### config.mk
export PLATFORM = sky130hd
export DESIGN_NAME = dac_stage_ctrl
export DESIGN_NICKNAME = d
export VERILOG_FILES = /design/src/rtl/dac_stage_pkg.sv /design/src/rtl/dac_stage_wr_dec.sv /design/src/rtl/dac_ctrl_regs.sv /design/src/rtl/dac_chan_store.sv /design/src/rtl/dac_rd_port.sv /design/src/rtl/dac_stage_ctrl.sv
export SDC_FILE = /design/constraint.sdc
export NUM_CORES = 2
export LEC_CHECK = 0
export CAP_MARGIN = 10
export CELL_PAD_IN_SITES_DETAIL_PLACEMENT = 1
export CELL_PAD_IN_SITES_GLOBAL_PLACEMENT = 1
export CORE_MARGIN = 3
export CORE_UTILIZATION = 50
export CTS_BUF_LIST = sky130_fd_sc_hd__clkbuf_4 sky130_fd_sc_hd__clkbuf_8
export CTS_CLUSTER_DIAMETER = 30
export DETAILED_ROUTE_END_ITERATION = 8
export DONT_BUFFER_PORTS = 1
export PLACE_DENSITY = 0.84
export SETUP_SLACK_MARGIN = 0.1
export SYNTH_ARGS = -nofsm -noshare
export SYNTH_HDL_FRONTEND = slang
export SYNTH_SLANG_ARGS = --single-unit
### constraint.sdc
create_clock -name clk -period 2 [get_ports clk]
set_input_delay 0.4 -clock clk [delete_from_list [all_inputs] [get_ports clk]]
set_output_delay 0.4 -clock clk [all_outputs]
set_load 0.01 [all_outputs]
### src/rtl/dac_stage_pkg.sv
package dac_stage_pkg;
  localparam int ADDR_W = 8;
  localparam int REG_W  = 32;
  localparam int CH_W   = 16;
  localparam int CFG_W  = 4;
  localparam int LED_W  = 8;
  localparam logic [CH_W-1:0] MID_CODE = 16'h8000;
  localparam logic [6:0] A_UPD  = 7'h20;
  localparam logic [6:0] A_HOLD = 7'h21;
  localparam logic [6:0] A_CFG  = 7'h22;
  localparam logic [6:0] A_LED  = 7'h23;

  typedef struct packed {
    logic err_clr;   // bit 3
    logic dac_clr;   // bit 2
    logic afe_pd;    // bit 1
    logic link_rst;  // bit 0
  } cfg_t;
endpackage

### src/rtl/dac_stage_wr_dec.sv
module dac_stage_wr_dec
  import dac_stage_pkg::*;
#(
  parameter int NUM_CH   = 32,
  parameter int LOG2_GRP = 2,
  localparam int GRP_CH  = 1 << LOG2_GRP,
  localparam int WORDS   = (GRP_CH + 1) / 2,
  localparam int DATA_W  = 32 * WORDS,
  localparam int WCW     = $clog2(WORDS + 1)
) (
  input  logic                   req_vld,
  input  logic [ADDR_W-1:0]      req_addr,
  input  logic [DATA_W-1:0]      req_data,
  input  logic [WCW-1:0]         req_words,
  output logic [NUM_CH-1:0]      stg_we,
  output logic [NUM_CH*CH_W-1:0] stg_val,
  output logic                   upd_we,
  output logic                   hold_we,
  output logic                   cfg_we,
  output logic                   led_we,
  output logic                   bad_grp,
  output logic                   rd_req
);
  logic       is_wr;
  logic [6:0] a7;
  logic       in_ch;
  logic       aligned;
  logic       grp_ok;
  logic [6:0] grp_sel;

  assign a7      = req_addr[6:0];
  assign is_wr   = req_vld & ~req_addr[7];
  assign rd_req  = req_vld &  req_addr[7];
  assign in_ch   = (int'(a7) < NUM_CH);
  assign grp_sel = a7 >> LOG2_GRP;

  generate
    if (LOG2_GRP == 0) begin : g_align_single
      assign aligned = 1'b1;
    end else begin : g_align_grp
      assign aligned = (a7[LOG2_GRP-1:0] == '0);
    end
  endgenerate

  assign grp_ok  = is_wr & in_ch & aligned;
  assign bad_grp = is_wr & in_ch & ~aligned;

  assign upd_we  = is_wr & (a7 == A_UPD);
  assign hold_we = is_wr & (a7 == A_HOLD);
  assign cfg_we  = is_wr & (a7 == A_CFG);
  assign led_we  = is_wr & (a7 == A_LED);

  for (genvar c = 0; c < NUM_CH; c++) begin : g_lane
    localparam int OFF = c % GRP_CH;
    localparam int WIX = OFF / 2;
    logic present;
    if (LOG2_GRP == 0) begin : g_full
      assign present = 1'b1;
    end else begin : g_cnt
      assign present = (int'(req_words) > WIX);
    end
    assign stg_we[c] = grp_ok & (grp_sel == 7'(c / GRP_CH));
    assign stg_val[c*CH_W +: CH_W] = present ? req_data[OFF*CH_W +: CH_W] : '0;
  end
endmodule

### src/rtl/dac_ctrl_regs.sv
module dac_ctrl_regs
  import dac_stage_pkg::*;
#(
  parameter int NUM_CH = 32
) (
  input  logic              clk,
  input  logic              rst_n,
  input  logic              frame_stb,
  input  logic              upd_we,
  input  logic              hold_we,
  input  logic              cfg_we,
  input  logic              led_we,
  input  logic              bad_grp,
  input  logic [NUM_CH-1:0] wmask,
  input  logic [CFG_W-1:0]  wcfg,
  input  logic [LED_W-1:0]  wled,
  output logic [NUM_CH-1:0] upd_q,
  output logic [NUM_CH-1:0] hold_q,
  output cfg_t              cfg_q,
  output logic [LED_W-1:0]  led_q,
  output logic              err_q
);
  logic [NUM_CH-1:0] upd_d;
  logic              upd_en;
  logic              err_d;
  logic              err_en;

  always_comb begin
    upd_d = upd_q;
    if (frame_stb) upd_d = '0;
    if (upd_we)    upd_d = wmask;
    upd_en = frame_stb | upd_we;
  end

  always_comb begin
    err_d = err_q | bad_grp;
    if (cfg_q.err_clr) err_d = 1'b0;
    err_en = bad_grp | cfg_q.err_clr;
  end

  always_ff @(posedge clk or negedge rst_n) begin
    if (!rst_n) begin
      upd_q <= '0;
    end else if (upd_en) begin
      upd_q <= upd_d;
    end
  end

  always_ff @(posedge clk or negedge rst_n) begin
    if (!rst_n) begin
      hold_q <= '0;
    end else if (hold_we) begin
      hold_q <= wmask;
    end
  end

  always_ff @(posedge clk or negedge rst_n) begin
    if (!rst_n) begin
      cfg_q <= '0;
    end else if (cfg_we) begin
      cfg_q <= cfg_t'(wcfg);
    end
  end

  always_ff @(posedge clk or negedge rst_n) begin
    if (!rst_n) begin
      led_q <= '0;
    end else if (led_we) begin
      led_q <= wled;
    end
  end

  always_ff @(posedge clk or negedge rst_n) begin
    if (!rst_n) begin
      err_q <= 1'b0;
    end else if (err_en) begin
      err_q <= err_d;
    end
  end
endmodule

### src/rtl/dac_chan_store.sv
module dac_chan_store
  import dac_stage_pkg::*;
#(
  parameter int NUM_CH = 32
) (
  input  logic                   clk,
  input  logic                   rst_n,
  input  logic                   frame_stb,
  input  logic                   dac_clr,
  input  logic [NUM_CH-1:0]      hold_q,
  input  logic [NUM_CH-1:0]      upd_q,
  input  logic [NUM_CH-1:0]      stg_we,
  input  logic [NUM_CH*CH_W-1:0] stg_val,
  output logic [NUM_CH*CH_W-1:0] stg_q,
  output logic [NUM_CH*CH_W-1:0] act_q
);
  for (genvar c = 0; c < NUM_CH; c++) begin : g_ch
    logic            take;
    logic            act_en;
    logic [CH_W-1:0] act_d;

    always_comb begin
      take   = frame_stb & (~hold_q[c] | upd_q[c]);
      act_en = dac_clr | take;
      act_d  = dac_clr ? MID_CODE : stg_q[c*CH_W +: CH_W];
    end

    always_ff @(posedge clk or negedge rst_n) begin
      if (!rst_n) begin
        stg_q[c*CH_W +: CH_W] <= '0;
      end else if (stg_we[c]) begin
        stg_q[c*CH_W +: CH_W] <= stg_val[c*CH_W +: CH_W];
      end
    end

    always_ff @(posedge clk or negedge rst_n) begin
      if (!rst_n) begin
        act_q[c*CH_W +: CH_W] <= MID_CODE;
      end else if (act_en) begin
        act_q[c*CH_W +: CH_W] <= act_d;
      end
    end
  end
endmodule

### src/rtl/dac_rd_port.sv
module dac_rd_port
  import dac_stage_pkg::*;
#(
  parameter int NUM_CH = 32,
  localparam int CH_AW = $clog2(NUM_CH)
) (
  input  logic                   clk,
  input  logic                   rst_n,
  input  logic                   rd_req,
  input  logic [6:0]             rd_addr,
  input  logic [NUM_CH*CH_W-1:0] stg_q,
  input  logic [NUM_CH-1:0]      upd_q,
  input  logic [NUM_CH-1:0]      hold_q,
  input  cfg_t                   cfg_q,
  input  logic [LED_W-1:0]       led_q,
  output logic                   rsp_vld,
  output logic [REG_W-1:0]       rsp_data
);
  logic [REG_W-1:0] sel_d;
  logic [CH_AW-1:0] idx;

  assign idx = rd_addr[CH_AW-1:0];

  always_comb begin
    sel_d = '0;
    if (int'(rd_addr) < NUM_CH) begin
      sel_d = REG_W'(stg_q[int'(idx)*CH_W +: CH_W]);
    end else begin
      case (rd_addr)
        A_UPD:   sel_d = REG_W'(upd_q);
        A_HOLD:  sel_d = REG_W'(hold_q);
        A_CFG:   sel_d = REG_W'(cfg_q);
        A_LED:   sel_d = REG_W'(led_q);
        default: sel_d = '0;
      endcase
    end
  end

  always_ff @(posedge clk or negedge rst_n) begin
    if (!rst_n) begin
      rsp_vld <= 1'b0;
    end else begin
      rsp_vld <= rd_req;
    end
  end

  always_ff @(posedge clk or negedge rst_n) begin
    if (!rst_n) begin
      rsp_data <= '0;
    end else if (rd_req) begin
      rsp_data <= sel_d;
    end
  end
endmodule

### src/rtl/dac_stage_ctrl.sv
module dac_stage_ctrl
  import dac_stage_pkg::*;
#(
  parameter int NUM_CH   = 32,
  parameter int LOG2_GRP = 2,
  localparam int GRP_CH  = 1 << LOG2_GRP,
  localparam int WORDS   = (GRP_CH + 1) / 2,
  localparam int DATA_W  = 32 * WORDS,
  localparam int WCW     = $clog2(WORDS + 1)
) (
  input  logic                   clk,
  input  logic                   rst_n,
  input  logic                   req_vld,
  input  logic [ADDR_W-1:0]      req_addr,
  input  logic [DATA_W-1:0]      req_data,
  input  logic [WCW-1:0]         req_words,
  input  logic                   frame_stb,
  output logic [NUM_CH*CH_W-1:0] dac_out,
  output logic                   link_rst_o,
  output logic                   afe_pd_o,
  output logic                   dac_clr_o,
  output logic                   err_clr_o,
  output logic [LED_W-1:0]       led_o,
  output logic                   err_o,
  output logic                   rsp_vld,
  output logic [REG_W-1:0]       rsp_data
);
  logic [NUM_CH-1:0]      stg_we;
  logic [NUM_CH*CH_W-1:0] stg_val;
  logic [NUM_CH*CH_W-1:0] stg_q;
  logic                   upd_we, hold_we, cfg_we, led_we;
  logic                   bad_grp, rd_req;
  logic [NUM_CH-1:0]      upd_q, hold_q;
  cfg_t                   cfg_q;

  dac_stage_wr_dec #(.NUM_CH(NUM_CH), .LOG2_GRP(LOG2_GRP)) u_dec (
    .req_vld  (req_vld),
    .req_addr (req_addr),
    .req_data (req_data),
    .req_words(req_words),
    .stg_we   (stg_we),
    .stg_val  (stg_val),
    .upd_we   (upd_we),
    .hold_we  (hold_we),
    .cfg_we   (cfg_we),
    .led_we   (led_we),
    .bad_grp  (bad_grp),
    .rd_req   (rd_req)
  );

  dac_ctrl_regs #(.NUM_CH(NUM_CH)) u_regs (
    .clk      (clk),
    .rst_n    (rst_n),
    .frame_stb(frame_stb),
    .upd_we   (upd_we),
    .hold_we  (hold_we),
    .cfg_we   (cfg_we),
    .led_we   (led_we),
    .bad_grp  (bad_grp),
    .wmask    (req_data[NUM_CH-1:0]),
    .wcfg     (req_data[CFG_W-1:0]),
    .wled     (req_data[LED_W-1:0]),
    .upd_q    (upd_q),
    .hold_q   (hold_q),
    .cfg_q    (cfg_q),
    .led_q    (led_o),
    .err_q    (err_o)
  );

  dac_chan_store #(.NUM_CH(NUM_CH)) u_store (
    .clk      (clk),
    .rst_n    (rst_n),
    .frame_stb(frame_stb),
    .dac_clr  (cfg_q.dac_clr),
    .hold_q   (hold_q),
    .upd_q    (upd_q),
    .stg_we   (stg_we),
    .stg_val  (stg_val),
    .stg_q    (stg_q),
    .act_q    (dac_out)
  );

  dac_rd_port #(.NUM_CH(NUM_CH)) u_rd (
    .clk     (clk),
    .rst_n   (rst_n),
    .rd_req  (rd_req),
    .rd_addr (req_addr[6:0]),
    .stg_q   (stg_q),
    .upd_q   (upd_q),
    .hold_q  (hold_q),
    .cfg_q   (cfg_q),
    .led_q   (led_o),
    .rsp_vld (rsp_vld),
    .rsp_data(rsp_data)
  );

  assign link_rst_o = cfg_q.link_rst;
  assign afe_pd_o   = cfg_q.afe_pd;
  assign dac_clr_o  = cfg_q.dac_clr;
  assign err_clr_o  = cfg_q.err_clr;
endmodule

# ---- After elaboration in Yosys (flattened, before gate mapping)
# Cells that the tools add are included.
dict set report totals {
  register_bits 1134
  inputBits 78
  out_inout_bits 558
  elab_cells 284
}
dict set report op_classes {
  magnitude_cmp 3
  n_eq_ne 11
  n_shift 1
  n_mux 41
  bitwise_logic 150
  n_reduce_logical 4
}
# op count
set ops {}
lappend ops {{2-to-1 mux 16 bit} 36}
lappend ops {{indexed part select 512 x 10 -> 16 bit} 1}
lappend ops {{case mux 32 bit (4 select lines)} 1}
lappend ops {{2-to-1 mux 32 bit} 3}
lappend ops {{OR 1 bit} 67}
lappend ops {{bitwise AND 1 bit} 49}
lappend ops {{NOT 1 bit} 34}
lappend ops {{equality test 7 x 6 -> 1 bit (second input constant)} 4}
lappend ops {{equality test 5 x 3 -> 1 bit (second input constant)} 4}
lappend ops {{equality test 5 x 2 -> 1 bit (second input constant)} 2}
lappend ops {{zero test 7 bit} 1}
lappend ops {{< comparator 7 x 6 -> 1 bit (second input constant)} 1}
lappend ops {{equality test 5 x 1 -> 1 bit (second input constant)} 1}
lappend ops {{> comparator 2 x 1 -> 1 bit (second input constant)} 2}
lappend ops {{zero test 2 bit} 1}
lappend ops {{AND reduction 2 bit} 1}
lappend ops {{nonzero test 2 bit} 1}
lappend ops {{2-to-1 mux 1 bit} 1}

# ---- Longest topological paths before layout
dict set report logic_depth {
  word_depth 6
  ltp_mapped 8
  depth_no_buf 4
}

# ---- Cells and area by module
# From an unflattened synthesis, not the netlist that was laid out.
dict set report unflattened {
  cells_unflattened 4625
  hier_area_um2 58237.1
}
# mod instances cells_each area_each_um2
set by_module_without_submodules {}
lappend by_module_without_submodules {dac_chan_store 1 3381 45097.0}
lappend by_module_without_submodules {dac_rd_port 1 507 6018.3}
lappend by_module_without_submodules {dac_stage_wr_dec 1 569 4142.7}
lappend by_module_without_submodules {dac_ctrl_regs 1 168 2979.1}

# ---- Least setup slack after synthesis
# No wires, ideal clock.
dict set report synth_path {
  path_type {input to register}
  startpoint {input req_addr[0]}
  endpoint {register u_rd.rsp_data[9]}
  setup_ps 126
  t_arrival_ps 2051
  required_time_ps 1874
  path_slack_ps -177
  path_stages 7
  n_path_buf 3
  cell_sequence {buf_2 -> buf_2 -> buf_2 -> mux4_2 -> a22oi_1 -> a21oi_1 -> o32a_1}
}
dict set report synth_via {
  elab_chain_len 3
  elab_cells_between_ends 8
  classes_between {order compare (1); eq/ne (4); shift (1); mux (2)}
}
# element line_no
set synth_lines {}
lappend synth_lines {{start: declaration} dac_stage_ctrl.sv:14} ;# input logic [ADDR_W-1:0] req_addr,
lappend synth_lines {{branches (longest 2 deep; another with indexed part select 512 x 10 -> 16 bit)} --}
lappend synth_lines {{2-to-1 mux 32 bit *} dac_rd_port.sv:26} ;# if (int'(rd_addr) < NUM_CH) begin
lappend synth_lines {{end signal: assignment} dac_rd_port.sv:51} ;# rsp_data <= sel_d;
lappend synth_lines {{end: declaration} dac_rd_port.sv:17} ;# output logic [REG_W-1:0] rsp_data
# Mark *: on every way between the ends.
# A chain may end at the register's enable or synchronous reset.

# ---- Worst setup path after layout
dict set report layout_path {
  startpoint {register, netlist name u_regs.cfg_q[2]}
  endpoint {output dac_clr_o}
}
# element line_no
set layout_rtl {}
lappend layout_rtl {{end: declaration} dac_stage_ctrl.sv:21} ;# output logic dac_clr_o,
# No word-level cell between the ends.

==> run metrics <==
Post-Synth XOR/XNOR Area=0%; io pins=636; R2R Path Start=u_store.stg_q[439]; TritonCTS Sinks=1,134; RSZ-0062 raised after global routing=true; Hold WC Path Type=input port to async pin; Synth Area in Adders=0%; htree depth=4; core area=89,200 um2; Iteration-0 DRC Markers=6,144; vias per inst=7.16; #FFs+latches synth=1,134; fmax=496 MHz; worst vdd ir=0.721 mV; Avg Cell Area, Syn=12.2 um2; failing checks=negative hold slack, negative setup slack; most frequent cells in the layout=dfrtp_1, nand2_1, o21ai_0; cells on worst reg2reg path=4; Worst-path clk slew=60 ps; initial core utilization=50.8%; row count=109; Finished Core Util=62.0%; worst path arrival time=1620 ps; final hold slack=-600 ps; GP Congestion=0.938; total power=57,700 uW; Synth Cell Area=45,300 um2; dominant cells by area after synthesis=dfrtp_1, a22o_1, mux4_2; setup ws final=-16.8 ps; Root Buffer=clkbuf_8; Max Slew Vio Count=0; Yosys Warn Count=0; Post-Syn Nets=3,806; IO Port Bufs=0; Final Skew=69.5 ps; Slew HR=16.6%; CTS tree=built; commonest register cell after synthesis=dfrtp_1; leading area contributor after synthesis=dfrtp_1; main combinational cell family by area after synthesis=compound AO/OA/AOI/OAI gates; reg-to-reg slack, setup=50 ps; leading cell type in the layout, fill and taps excluded=dfrtp_1; multiplexer area fraction after synthesis=8.09%; layout cells sized above 1=23.4%; nets=4,101; Synth Area in Compound Gates=18.3%; worst slew pin tran=1250 ps; final WL=222 mm; Yosys top cell area share=60.8%; run status=finished with violations; DR WL/cell=40.6 um; fin crit share=101%; DR DRC count=0; Distinct cells, synth=51; CP Max Fanout=5; die area=94,300 um2; non-filler cells, final=5,456; ys async rst share=100%; fin crit period=2020 ps; 1st-pass router iterations=6; routed vias=39,100; Seq/Total Area, Yosys=62.7%; CTS max path bufs=3; Max-cap violations=0; number of synthesized flops with an enable pin=0; Clock Latency Late Sink=950 ps; GRT Residual Overflow=0; global-route wire length before repair=302 mm; Die Height=307 um; Static Leak=0.0255 uW; Worst Path Required=1600 ps; total CTS buffers=217; crit end category=primary output; Power Density=1040 nW/um2; post-placement cell count=4,834; Mapped Cells=3,728; HPWL after DPL=138 mm; end of the worst register-to-register path=u_rd.rsp_data[7]; number of global-route vias before repair=39,000; antenna violations before repair=63; Die Wd=307 um; type of origin of the critical path=register; final hold viol count=324; final setup vio count=1; critical path type=register to primary output; synth-to-layout area growth=22.0%; Detail Route Antenna Nets=0; simple-gate portion of the synthesized area=7.59%; largest net degree at the start of global routing=1,135; Total Routing Usage GR=45.7%
## logic make-up (layout without fill, tap and decap cells)
family / after synthesis / after routing
compound gates: 1215 / 1215
flops: 1134 / 1134
simple gates: 809 / 809
buf+inv: 375 / 864
mux: 195 / 195
other cells: 0 / 74
## power by group
group          total, uW  internal (uW)  switching (uW)  leakage, uW
Clock              28400          17000           11500      0.00278
Combinational       4230           1360            2870      0.00718
Sequential         25100          23800            1290       0.0155
Total              57700          42100           15600       0.0255
## state kept, by name, indices dropped and copies added, names as in the netlist
name,count
u_regs.hold_q,32
u_rd.rsp_vld,1
u_rd.rsp_data,32
u_regs.upd_q,32
u_store.act_q,512
u_regs.cfg_q,4
u_regs.led_q,8
u_regs.err_q,1
u_store.stg_q,512
## cell usage after synthesis (all sizes together) (2+ instances only)
cell     instances
mux2            61
nor3             7
clkbuf         258
dfstp           32
nand2b          53
o31ai            6
or3              2
inv             73
a31oi            7
buf             44
a32oi            4
a2111oi          6
nand4            5
nor2            24
nand3            3
mux2i            3
and2            34
a41oi           14
nand2          646
o21ai          569
nor4             2
a22o           514
o2bb2ai          2
a22oi           51
nand4b           4
dfrtp         1102
and3            16
a21oi           34
mux4           131
nor2b            4
a221oi           5
## routing by layer
layer | track usage (%) | up-vias | part of all wire [%]
met1 | 53.9 | 20000 | 33
li1 | - | 14200 | -
met3 | 21.3 | 1105 | 15
met4 | 35.3 | 12 | 9.1
met5 | 0 | - | 0.051
met2 | 64.7 | 3784 | 43
## through the flow
stage	cell area (um2)	hold slack [ps]	setup WS [ps]	TNS, ps
floorplan	45500	104	-36.1	-246
global placement	48000	196	-449	-4270
detailed placement	48000	184	-505	-1670
CTS	54700	-764	-51.6	-51.6
global route	55200	-630	-60.6	-60.6
finish	55300	-600	-16.8	-16.8
## cell type report
type / instances / area (um2)
clock inverters: 107 / 1520
fillers: 8707 / 33900
diodes: 74 / 185
inverters: 73 / 274
multi-input cells: 2219 / 15700
flip-flops and latches: 1134 / 28500
repair buffers: 378 / 3890
well taps: 1165 / 1460
clock buffers: 306 / 3870
## critical path, stage by stage (launching register included)
cell and delay, ps:
dfrtp_2 440, buf_12 140, buf_12 140
## repair_timing
action / CTS / global route
gates resized for setup: 40 / 47
cloned: 1 / 2
hold buffers: 107 / 2
endpoints found under the setup margin: 60 / 352
pin swaps: 4 / 6
endpoints found under the hold margin: 1706 / 352
setup buffers: 6 / 12
## worst max path at each step
stage                                   end  depth (start not counted)       startpoint
after floorplan            u_regs.upd_q[14]                          6      req_addr[0]
after global placement    u_rd.rsp_data[13]                          4      req_addr[0]
after detailed placement  u_rd.rsp_data[13]                          4      req_addr[0]
after CTS                         dac_clr_o                          2  u_regs.cfg_q[2]
after global routing              dac_clr_o                          2  u_regs.cfg_q[2]
final                             dac_clr_o                          2  u_regs.cfg_q[2]
No activity file was read; power rests on OpenSTA's default activity.
